<file path="src/rtl/pio_pkg.sv">
package pio_pkg;

  // Byte offsets of the register map
  localparam int OFF_DATA = 'h00;
  localparam int OFF_SET  = 'h04;
  localparam int OFF_CLR  = 'h08;
  localparam int OFF_TOG  = 'h0C;
  localparam int OFF_IN   = 'h10;
  localparam int OFF_DIR  = 'h14;

  typedef enum logic [2:0] {
    SEL_DATA,
    SEL_SET,
    SEL_CLR,
    SEL_TOG,
    SEL_IN,
    SEL_DIR,
    SEL_NONE
  } pio_sel_e;

endpackage

</file>
<file path="src/rtl/pio_in_sync.sv">
module pio_in_sync #(
  parameter int WIDTH  = 32,
  parameter int STAGES = 2
) (
  input  logic             clk,
  input  logic             rst_n,
  input  logic [WIDTH-1:0] d,
  output logic [WIDTH-1:0] q
);
  logic [WIDTH-1:0] chain [STAGES];

  for (genvar s = 0; s < STAGES; s++) begin : g_stage
    if (s == 0) begin : g_first
      always_ff @(posedge clk or negedge rst_n) begin
        if (!rst_n) chain[s] <= '0;
        else        chain[s] <= d;
      end
    end else begin : g_next
      always_ff @(posedge clk or negedge rst_n) begin
        if (!rst_n) chain[s] <= '0;
        else        chain[s] <= chain[s-1];
      end
    end
  end

  assign q = chain[STAGES-1];
endmodule

</file>
<file path="src/rtl/pio_in_capture.sv">
module pio_in_capture #(
  parameter int WIDTH = 32
) (
  input  logic             clk,
  input  logic             rst_n,
  input  logic             enable,
  input  logic [WIDTH-1:0] mask,
  input  logic [WIDTH-1:0] sync_in,
  output logic [WIDTH-1:0] cap_q
);
  always_ff @(posedge clk or negedge rst_n) begin
    if (!rst_n)      cap_q <= '0;
    else if (enable) cap_q <= sync_in & mask;
  end
endmodule

</file>
<file path="src/rtl/pio_out_bank.sv">
module pio_out_bank
  import pio_pkg::*;
#(
  parameter int WIDTH = 32
) (
  input  logic             clk,
  input  logic             rst_n,
  input  logic             wr,
  input  pio_sel_e         sel,
  input  logic [WIDTH-1:0] wdata,
  output logic [WIDTH-1:0] data_q,
  output logic [WIDTH-1:0] dir_q
);
  logic [WIDTH-1:0] data_nx;
  logic [WIDTH-1:0] dir_nx;

  always_comb begin
    data_nx = data_q;
    dir_nx  = dir_q;
    if (wr) begin
      unique case (sel)
        SEL_DATA: data_nx = wdata;
        SEL_SET:  data_nx = data_q | wdata;
        SEL_CLR:  data_nx = data_q & ~wdata;
        SEL_TOG:  data_nx = data_q ^ wdata;
        SEL_DIR:  dir_nx  = wdata;
        default:  ;
      endcase
    end
  end

  always_ff @(posedge clk or negedge rst_n) begin
    if (!rst_n) begin
      data_q <= '0;
      dir_q  <= '0;
    end else begin
      data_q <= data_nx;
      dir_q  <= dir_nx;
    end
  end
endmodule

</file>
<file path="src/rtl/pio_port.sv">
module pio_port
  import pio_pkg::*;
#(
  parameter int NPINS       = 32,
  parameter int ADDR_W      = 8,
  parameter int SYNC_STAGES = 2
) (
  input  logic              clk,
  input  logic              rst_n,
  input  logic [ADDR_W-1:0] bus_addr,
  input  logic              bus_wr,
  input  logic [NPINS-1:0]  bus_wdata,
  input  logic              bus_rd,
  output logic [NPINS-1:0]  bus_rdata,
  input  logic [NPINS-1:0]  pin_in,
  output logic [NPINS-1:0]  pin_out,
  output logic [NPINS-1:0]  pin_oe,
  input  logic [NPINS-1:0]  dig_en,
  input  logic              port_en
);
  localparam logic [ADDR_W-1:0] A_DATA = ADDR_W'(OFF_DATA);
  localparam logic [ADDR_W-1:0] A_SET  = ADDR_W'(OFF_SET);
  localparam logic [ADDR_W-1:0] A_CLR  = ADDR_W'(OFF_CLR);
  localparam logic [ADDR_W-1:0] A_TOG  = ADDR_W'(OFF_TOG);
  localparam logic [ADDR_W-1:0] A_IN   = ADDR_W'(OFF_IN);
  localparam logic [ADDR_W-1:0] A_DIR  = ADDR_W'(OFF_DIR);

  pio_sel_e         sel;
  logic [NPINS-1:0] data_q;
  logic [NPINS-1:0] dir_q;
  logic [NPINS-1:0] sync_q;
  logic [NPINS-1:0] in_q;

  always_comb begin
    case (bus_addr)
      A_DATA:  sel = SEL_DATA;
      A_SET:   sel = SEL_SET;
      A_CLR:   sel = SEL_CLR;
      A_TOG:   sel = SEL_TOG;
      A_IN:    sel = SEL_IN;
      A_DIR:   sel = SEL_DIR;
      default: sel = SEL_NONE;
    endcase
  end

  pio_out_bank #(.WIDTH(NPINS)) i_out (
    .clk    (clk),
    .rst_n  (rst_n),
    .wr     (bus_wr),
    .sel    (sel),
    .wdata  (bus_wdata),
    .data_q (data_q),
    .dir_q  (dir_q)
  );

  pio_in_sync #(.WIDTH(NPINS), .STAGES(SYNC_STAGES)) i_sync (
    .clk   (clk),
    .rst_n (rst_n),
    .d     (pin_in),
    .q     (sync_q)
  );

  pio_in_capture #(.WIDTH(NPINS)) i_cap (
    .clk     (clk),
    .rst_n   (rst_n),
    .enable  (port_en),
    .mask    (dig_en),
    .sync_in (sync_q),
    .cap_q   (in_q)
  );

  always_comb begin
    bus_rdata = '0;
    if (bus_rd) begin
      case (sel)
        SEL_DATA: bus_rdata = data_q;
        SEL_IN:   bus_rdata = in_q;
        SEL_DIR:  bus_rdata = dir_q;
        default:  bus_rdata = '0;
      endcase
    end
  end

  assign pin_oe  = dir_q;
  assign pin_out = data_q & dir_q;
endmodule

</file>
<file path="config.mk">
export PLATFORM = sky130hd
export DESIGN_NAME = pio_port
export DESIGN_NICKNAME = d
export VERILOG_FILES = /design/src/rtl/pio_pkg.sv /design/src/rtl/pio_in_sync.sv /design/src/rtl/pio_in_capture.sv /design/src/rtl/pio_out_bank.sv /design/src/rtl/pio_port.sv
export SDC_FILE = /design/constraint.sdc
export NUM_CORES = 1
export LEC_CHECK = 0
export BUFFER_PORTS_ARGS = -buffer_cell sky130_fd_sc_hd__buf_4
export CORE_ASPECT_RATIO = 0.6
export CORE_MARGIN = 2
export CORE_UTILIZATION = 54
export DETAILED_ROUTE_END_ITERATION = 7
export HOLD_SLACK_MARGIN = 0.06
export PLACE_DENSITY = 0.81
export REMOVE_ABC_BUFFERS = 1
export SYNTH_ARGS = -nofsm -noshare
export SYNTH_HDL_FRONTEND = slang
export SYNTH_SLANG_ARGS = --single-unit
</file>
<file path="constraint.sdc">
create_clock -name clk -period 2.82 [get_ports clk]
set_input_delay 0.564 -clock clk [delete_from_list [all_inputs] [get_ports clk]]
set_output_delay 0.564 -clock clk [all_outputs]
set_load 0.02 [all_outputs]
</file>
==> results of run 1 <==
[per-stage QoR]
stage | total power [mW] | area (um^2) | hold WS (ps) | std cells
5_1_grt | 6.09 | 11000 | 219 | 1220
2_1_floorplan | 3.10 | 8010 | 268 | 749
3_3_place_gp | 3.49 | 10100 | 332 | 1179
4_1_cts | 5.81 | 10700 | 233 | 1213
3_5_place_dp | 3.57 | 10100 | 335 | 1179
6_report | 5.81 | 11000 | 243 | 1220
[state kept, by name, indices dropped and copies added, names as in the netlist]
name / count
i_cap.cap_q: 32
i_out.data_q: 32
i_out.dir_q: 32
i_sync.chain: 32
i_sync.q: 32
[final cells by class]
class / instances / area share
Clock buffer: 19 / 0.0411
Clock inverter: 13 / 0.0108
Inverter: 111 / 0.0378
Multi-Input combinational cell: 478 / 0.342
Sequential cell: 160 / 0.363
Tap cell: 198 / 0.0225
Timing Repair Buffer: 241 / 0.182
[worst register-to-register path: stages, from the launching register on]
cell	delay, ps
dfrtp_1	510
inv_1	110
ha_1	310
nand2_1	70
o22ai_1	70
a221oi_1	290
a21oi_1	120
[power breakdown]
group / internal, mW / leakage [nW] / switching (mW)
combinational: 0.396 / 3.09 / 0.480
sequential: 2.48 / 2.01 / 0.210
clock: 1.21 / 0.283 / 1.03
[layer usage]
layer	vias to the layer above	share of wire	global-route usage	wire, um
li1	3234	-	-	-
met1	3482	0.44	0.406	10600
met2	362	0.45	0.459	10900
met3	36	0.090	0.0705	2150
met4	2	0.016	0.0668	372
met5	-	0.00054	0	13
[cell usage in the layout (no fill, tap or decap), types with 15 or more instances in the layout]
master / instances
ha_1: 64
o221ai_1: 15
nand3_1: 33
o21ai_0: 32
inv_1: 111
a22o_1: 25
dfrtp_1: 160
buf_6: 19
o22ai_1: 17
buf_4: 212
nor2_1: 50
a221oi_1: 15
o2bb2ai_1: 17
a22oi_1: 32
and2_1: 32
nand4b_1: 15
a21oi_1: 45
clkbuf_16: 20
nand2_1: 17
mux2_2: 27
[cells by family (layout without fill, tap and decap cells)]
| group | after synthesis | count (layout) | synth area share |
|---|---|---|---|
| AND/OR/NAND/NOR | 164 | 164 | 0.109 |
| adder cells (fa/ha/maj) | 64 | 64 | 0.0970 |
| multiplexers | 32 | 32 | 0.0437 |
| buffers and inverters | 166 | 384 | 0.0804 |
| flip-flops | 160 | 160 | 0.485 |
| AO/OA/AOI/OAI | 218 | 218 | 0.185 |
[timing repair]
item,CTS,global route
resized for setup,5,44
endpoints found under the hold margin,15,0
endpoints found under the setup margin,32,32
pin swaps,0,4
buffers inserted,1,3
hold buffers,1,0
cloned,0,5
[worst paths after layout]
kind | startpoint | slack [ps] | end | cells after the start
setup / recovery | bus_addr[1] | -70 | bus_rdata[29] | 8
hold / removal | pin_in[2] | 240 | i_sync.chain[34] | 1
setup reg to reg | i_out.data_q[27] | 1210 | i_out.data_q[27] | 6
hold reg to reg | i_sync.chain[53] | 350 | i_sync.q[21] | 0
max in group asynchronous | rst_n | 1610 | i_out.data_q[18] | 3
min in group asynchronous | rst_n | 540 | i_sync.q[25] | 2
==> impl_metrics.toml, run 1 <==
[critical_path]
critPathMaxFanout = 7
path_delay_family = "simple AND/OR/NAND/NOR gates"
worstPathBufferInverterCount = 4
endpoint_arrival_time_on_the_critical_path_ps = 2330
worst_setup_path_end_kind = "output port"
crit_path_cell_trace = "buf_6, or4_4, nor3b_4, nor3b_4, buf_6, buf_12, o2bb2ai_1, buf_4"
cp_required_ps = 2260
crit_path_start_kind = "primary input"
critical_path.slowest_cell = "or4_4"
worstSetupPathType = "primary input to output port"
max_stage_delay_ps = 570

[timing]
rsz0062_at_grt = "true"
timing.clock.skew_ps = 8.17
post-route-worst-setup-slack_ps = -69.9
fin_crit_sh = 1.02
hold_viol = 0
post-route-min-period_ps = 2890
tightestPinTransition_ps = 892
max-slew-margin-rel = 0.404
fin_setup_tns_ps = -1060
setup_viol = 25
finalMaxSlewViolations = 0
fmaxAchievable_mhz = 346

[power]
max-vdd-ir-drop_uv = 389
power.density_cell_area_mw_per_mm2 = 527
power_leakage_nw = 5.38

[yosys]
synth.most_common_cell = "dfrtp_1"
top_post_synthesis_cells_by_count = "160 x dfrtp_1, 111 x inv_1, 64 x ha_1, 50 x nor2_1, 46 x a21oi_1"
synth_sequential_area_ratio = 0.485
synth_enable_flop_cells = 0
synth.top_cells.by_area = "dfrtp_1 49%, ha_1 9.7%, inv_1 5.0%, mux2_2 3.7%, o2bb2ai_1 3.4%"
ys_types = 37
async_s_r_ff_share_synth = 1.00
netlist_instances = 804
yosysWarningCount = 0
netlist.top_cell.by_area = "dfrtp_1"
synthesized_area_mm2 = 0.00825
synth_largest_type_area_fraction = 0.485
ys_dominant_reg_cell = "dfrtp_1"
postSynthRegisterBits = 160
post_synth.cell_area_avg_um2 = 10.3

[die]
core_area_mm2 = 0.0147
chipHeight_um = 99.8
initial_utilization = 0.561
total_die_area_mm2 = 0.0163
die_width_um = 164
io_pins = 205
std_cell_rows = 34

[clocking]
cts-htree-levels = 4
cts_root_buffer = "clkbuf_16"
worst_skew_pair.late_latency_ps = 420
clk_pin_slew_worst_paths_ps = 70
cts_buffer_depth = 2
clkSinkCount = 160
cts_inserted_buffers = 17
cts_tree = "done"

[drt]
detail_route.drc_violations = 0
finalWirelength_mm = 24.0
detail_route.vias_per_cell = 5.83
route.vias.total = 7116
drt_iter0_drc = 582
detail_route.first_pass.iterations = 5
final_antenna_net_count = 0
wire_per_inst_um = 19.7

[run]
maxCapViolCount = 0

[run_status]
status = "finished, violations left"
violations_in_the_final_reports = "negative setup slack"

[final_layout]
layout.filler_cells = 1041
antenna_cells = 0
post_route_cells_drive_above_1_share = 0.320
nets = 1182
syn2layout_area_growth_pct = 33.5
area.sequential_mm2 = 0.00400
final_core_area_utilization = 0.749
multi_input_comb_area_mm2 = 0.00377

[place]
routabilityCongestion = 0.812
pre_cts_setup_slack_ps = -94.0
placement.io_buffers = 204
place_hpwl_mm = 15.8

[global_route]
grt_max_degree = 79
number_of_global_route_vias_before_repair = 7001
grt.total_usage = 0.290
gr-total-overflow = 0
antenna_found_initial = 1
grt_first_pass_wirelength_mm = 36.5

[hold_path]
hold_path.class = "primary input to flop"
(Power assumes the default switching activity.)
==> run 2: changes to the inputs <==
--- a/config.mk
+++ b/config.mk
@@ -7,12 +7,14 @@
 export LEC_CHECK = 0
 export BUFFER_PORTS_ARGS = -buffer_cell sky130_fd_sc_hd__buf_4
 export CORE_ASPECT_RATIO = 0.6
-export CORE_MARGIN = 2
+export CORE_MARGIN = 4
 export CORE_UTILIZATION = 54
 export DETAILED_ROUTE_END_ITERATION = 7
+export GPL_ROUTABILITY_DRIVEN = 0
 export HOLD_SLACK_MARGIN = 0.06
 export PLACE_DENSITY = 0.81
 export REMOVE_ABC_BUFFERS = 1
+export SETUP_SLACK_MARGIN = 0.4
 export SYNTH_ARGS = -nofsm -noshare
 export SYNTH_HDL_FRONTEND = slang
 export SYNTH_SLANG_ARGS = --single-unit
==> run 2 against run 1 <==
  * Non-clock buffer count up 1
  * Critical path depth is the same
  * Register-to-register slack about the same
  * Critical endpoint is now bus_rdata[19]
  * Via count increased by 1.2%
  * Power increased by 1.8%
  * The flow still finishes with violations (negative setup slack)
  * Clock skew is 1.9 ps higher
==> impl_metrics.toml, run 2 (synthesis gave the netlist of run 1 again) <==
[run_status]
status = "finished, violations left"
violations_in_the_final_reports = "negative setup slack"

[drt]
drt_iter0_drc = 682
detail_route.vias_per_cell = 5.90
wire_per_inst_um = 20.3
detail_route.drc_violations = 0
final_antenna_net_count = 0
finalWirelength_mm = 24.8
route.vias.total = 7204
detail_route.first_pass.iterations = 5

[critical_path]
worstSetupPathType = "primary input to output port"
crit_path_start_kind = "primary input"
crit_path_cell_trace = "buf_6, or4_4, nor3b_4, nor3b_4, buf_6, buf_12, o2bb2ai_2, buf_6"
worst_setup_path_end_kind = "output port"
critPathMaxFanout = 7
endpoint_arrival_time_on_the_critical_path_ps = 2360
path_delay_family = "simple AND/OR/NAND/NOR gates"
critical_path.slowest_cell = "or4_4"
max_stage_delay_ps = 560
cp_required_ps = 2260
timing.critical_path.mode_cell = "buf_6"
worstPathBufferInverterCount = 4

[power]
power_leakage_nw = 5.46
max-vdd-ir-drop_uv = 298
switching_share = 0.296
netSwitchingPower_mw = 1.75
seqPwrFrac = 0.459
cellInternalPower_mw = 4.16
power.density_cell_area_mw_per_mm2 = 523
p_comb_frac = 0.151
pwr-share-clk = 0.390
total_power_mw = 5.91

[clocking]
cts_buffer_depth = 2
clk_pin_slew_worst_paths_ps = 70
cts_inserted_buffers = 17
hold_buffer_count_at_cts = 0
worst_skew_pair.late_latency_ps = 420
cts-htree-levels = 4
cts_tree = "done"
clkSinkCount = 160
cts_root_buffer = "clkbuf_16"

[final_layout]
final_design_area_no_fill_mm2 = 0.0113
final_core_area_utilization = 0.768
final_cell_mix = "199 x buf_4, 160 x dfrtp_1, 111 x inv_1, 64 x ha_1, 50 x nor2_1"
final_common_cell = "buf_4"
post_route_cells_drive_above_1_share = 0.331
syn2layout_area_growth_pct = 37.1
antenna_cells = 0
nets = 1183

[timing]
rsz0062_at_grt = "true"
post-route-worst-setup-slack_ps = -99.4
fin_crit_sh = 1.04
post-route-min-period_ps = 2920
finalMaxSlewViolations = 0
tightestPinTransition_ps = 644
hold_viol = 0
timing.clock.skew_ps = 10.0
setup_viol = 25
max-slew-margin-rel = 0.571
fin_setup_tns_ps = -1880
hold_ws_ps = 132
fmaxAchievable_mhz = 343

[place]
place_hpwl_mm = 16.0
placement.io_buffers = 204
placed_cell_area_mm2 = 0.0101

[global_route]
grt_max_degree = 65
gr-total-overflow = 0
grt.total_usage = 0.285
number_of_global_route_vias_before_repair = 7431
antenna_found_initial = 0
grt_first_pass_wirelength_mm = 39.8

[die]
initial_utilization = 0.561
chipHeight_um = 104
total_die_area_mm2 = 0.0174
io_pins = 205
core_area_mm2 = 0.0147
std_cell_rows = 34
die_width_um = 168

[hold_path]
hold_path.class = "primary input to async pin"

[run]
maxCapViolCount = 0
## run 2: worst register-to-register path: cells and delay by family, from the launching register on
kind	cells	cell delay, ps
fa+ha+maj	1	300
flops	1	500
compound gates	3	500
buf+inv	1	90
simple gates	1	70
## run 2: path summary, 6_finish.rpt
kind | start | to | slack (ps) | depth (start not counted)
setup / recovery | bus_addr[6] | bus_rdata[19] | -100 | 8
hold / removal | rst_n | i_sync.chain[36] | 130 | 1
setup reg to reg | i_out.data_q[27] | i_out.data_q[27] | 1220 | 6
hold reg to reg | i_sync.chain[60] | i_sync.q[28] | 350 | 0
max in group asynchronous | rst_n | i_sync.q[19] | 1990 | 2
min in group clk | pin_in[5] | i_sync.chain[37] | 240 | 1
## run 2: layout make-up
type | count | area [um^2]
clock buffers | 19 | 443
clock inverters | 13 | 146
fillers | 969 | 3410
inverters | 111 | 417
multi-input cells | 478 | 3940
flip-flops and latches | 160 | 4000
well taps | 198 | 248
repair buffers | 242 | 2110
## run 2: repair_timing
action                                 4_1_cts  5_1_grt
pin swaps                                    2        0
gates resized for setup                     77       12
endpoints found under the hold margin        0        0
setup endpoints to repair                   32       32
setup buffers                                3        0
cloned                                       4        0
## run 2: stage by stage
| stage | setup WS, ps | std cells |
|---|---|---|
| 3_3_place_gp | -81.7 | 1182 |
| 4_1_cts | -45.9 | 1221 |
| 5_1_grt | -138 | 1221 |
| 2_1_floorplan | -183 | 749 |
| 6_report | -99.4 | 1221 |
| 3_5_place_dp | -121 | 1182 |
## run 2: metal layers
metal	vias to the layer above	share of wire	track usage
li1	3236	-	-
met1	3586	0.43	0.412
met2	359	0.47	0.441
met3	23	0.088	0.0685
met4	0	0.011	0.0620
met5	-	0	0
## run 2: power by group through the flow
stage               sequential, mW  clock (mW)  combinational (mW)
finish                        2.71        2.30               0.895
global route                  2.74        2.44                1.02
CTS                           2.70        2.33               0.882
detailed placement            2.72           0               0.853
global placement              2.71           0               0.800
floorplan                     2.66           0               0.441
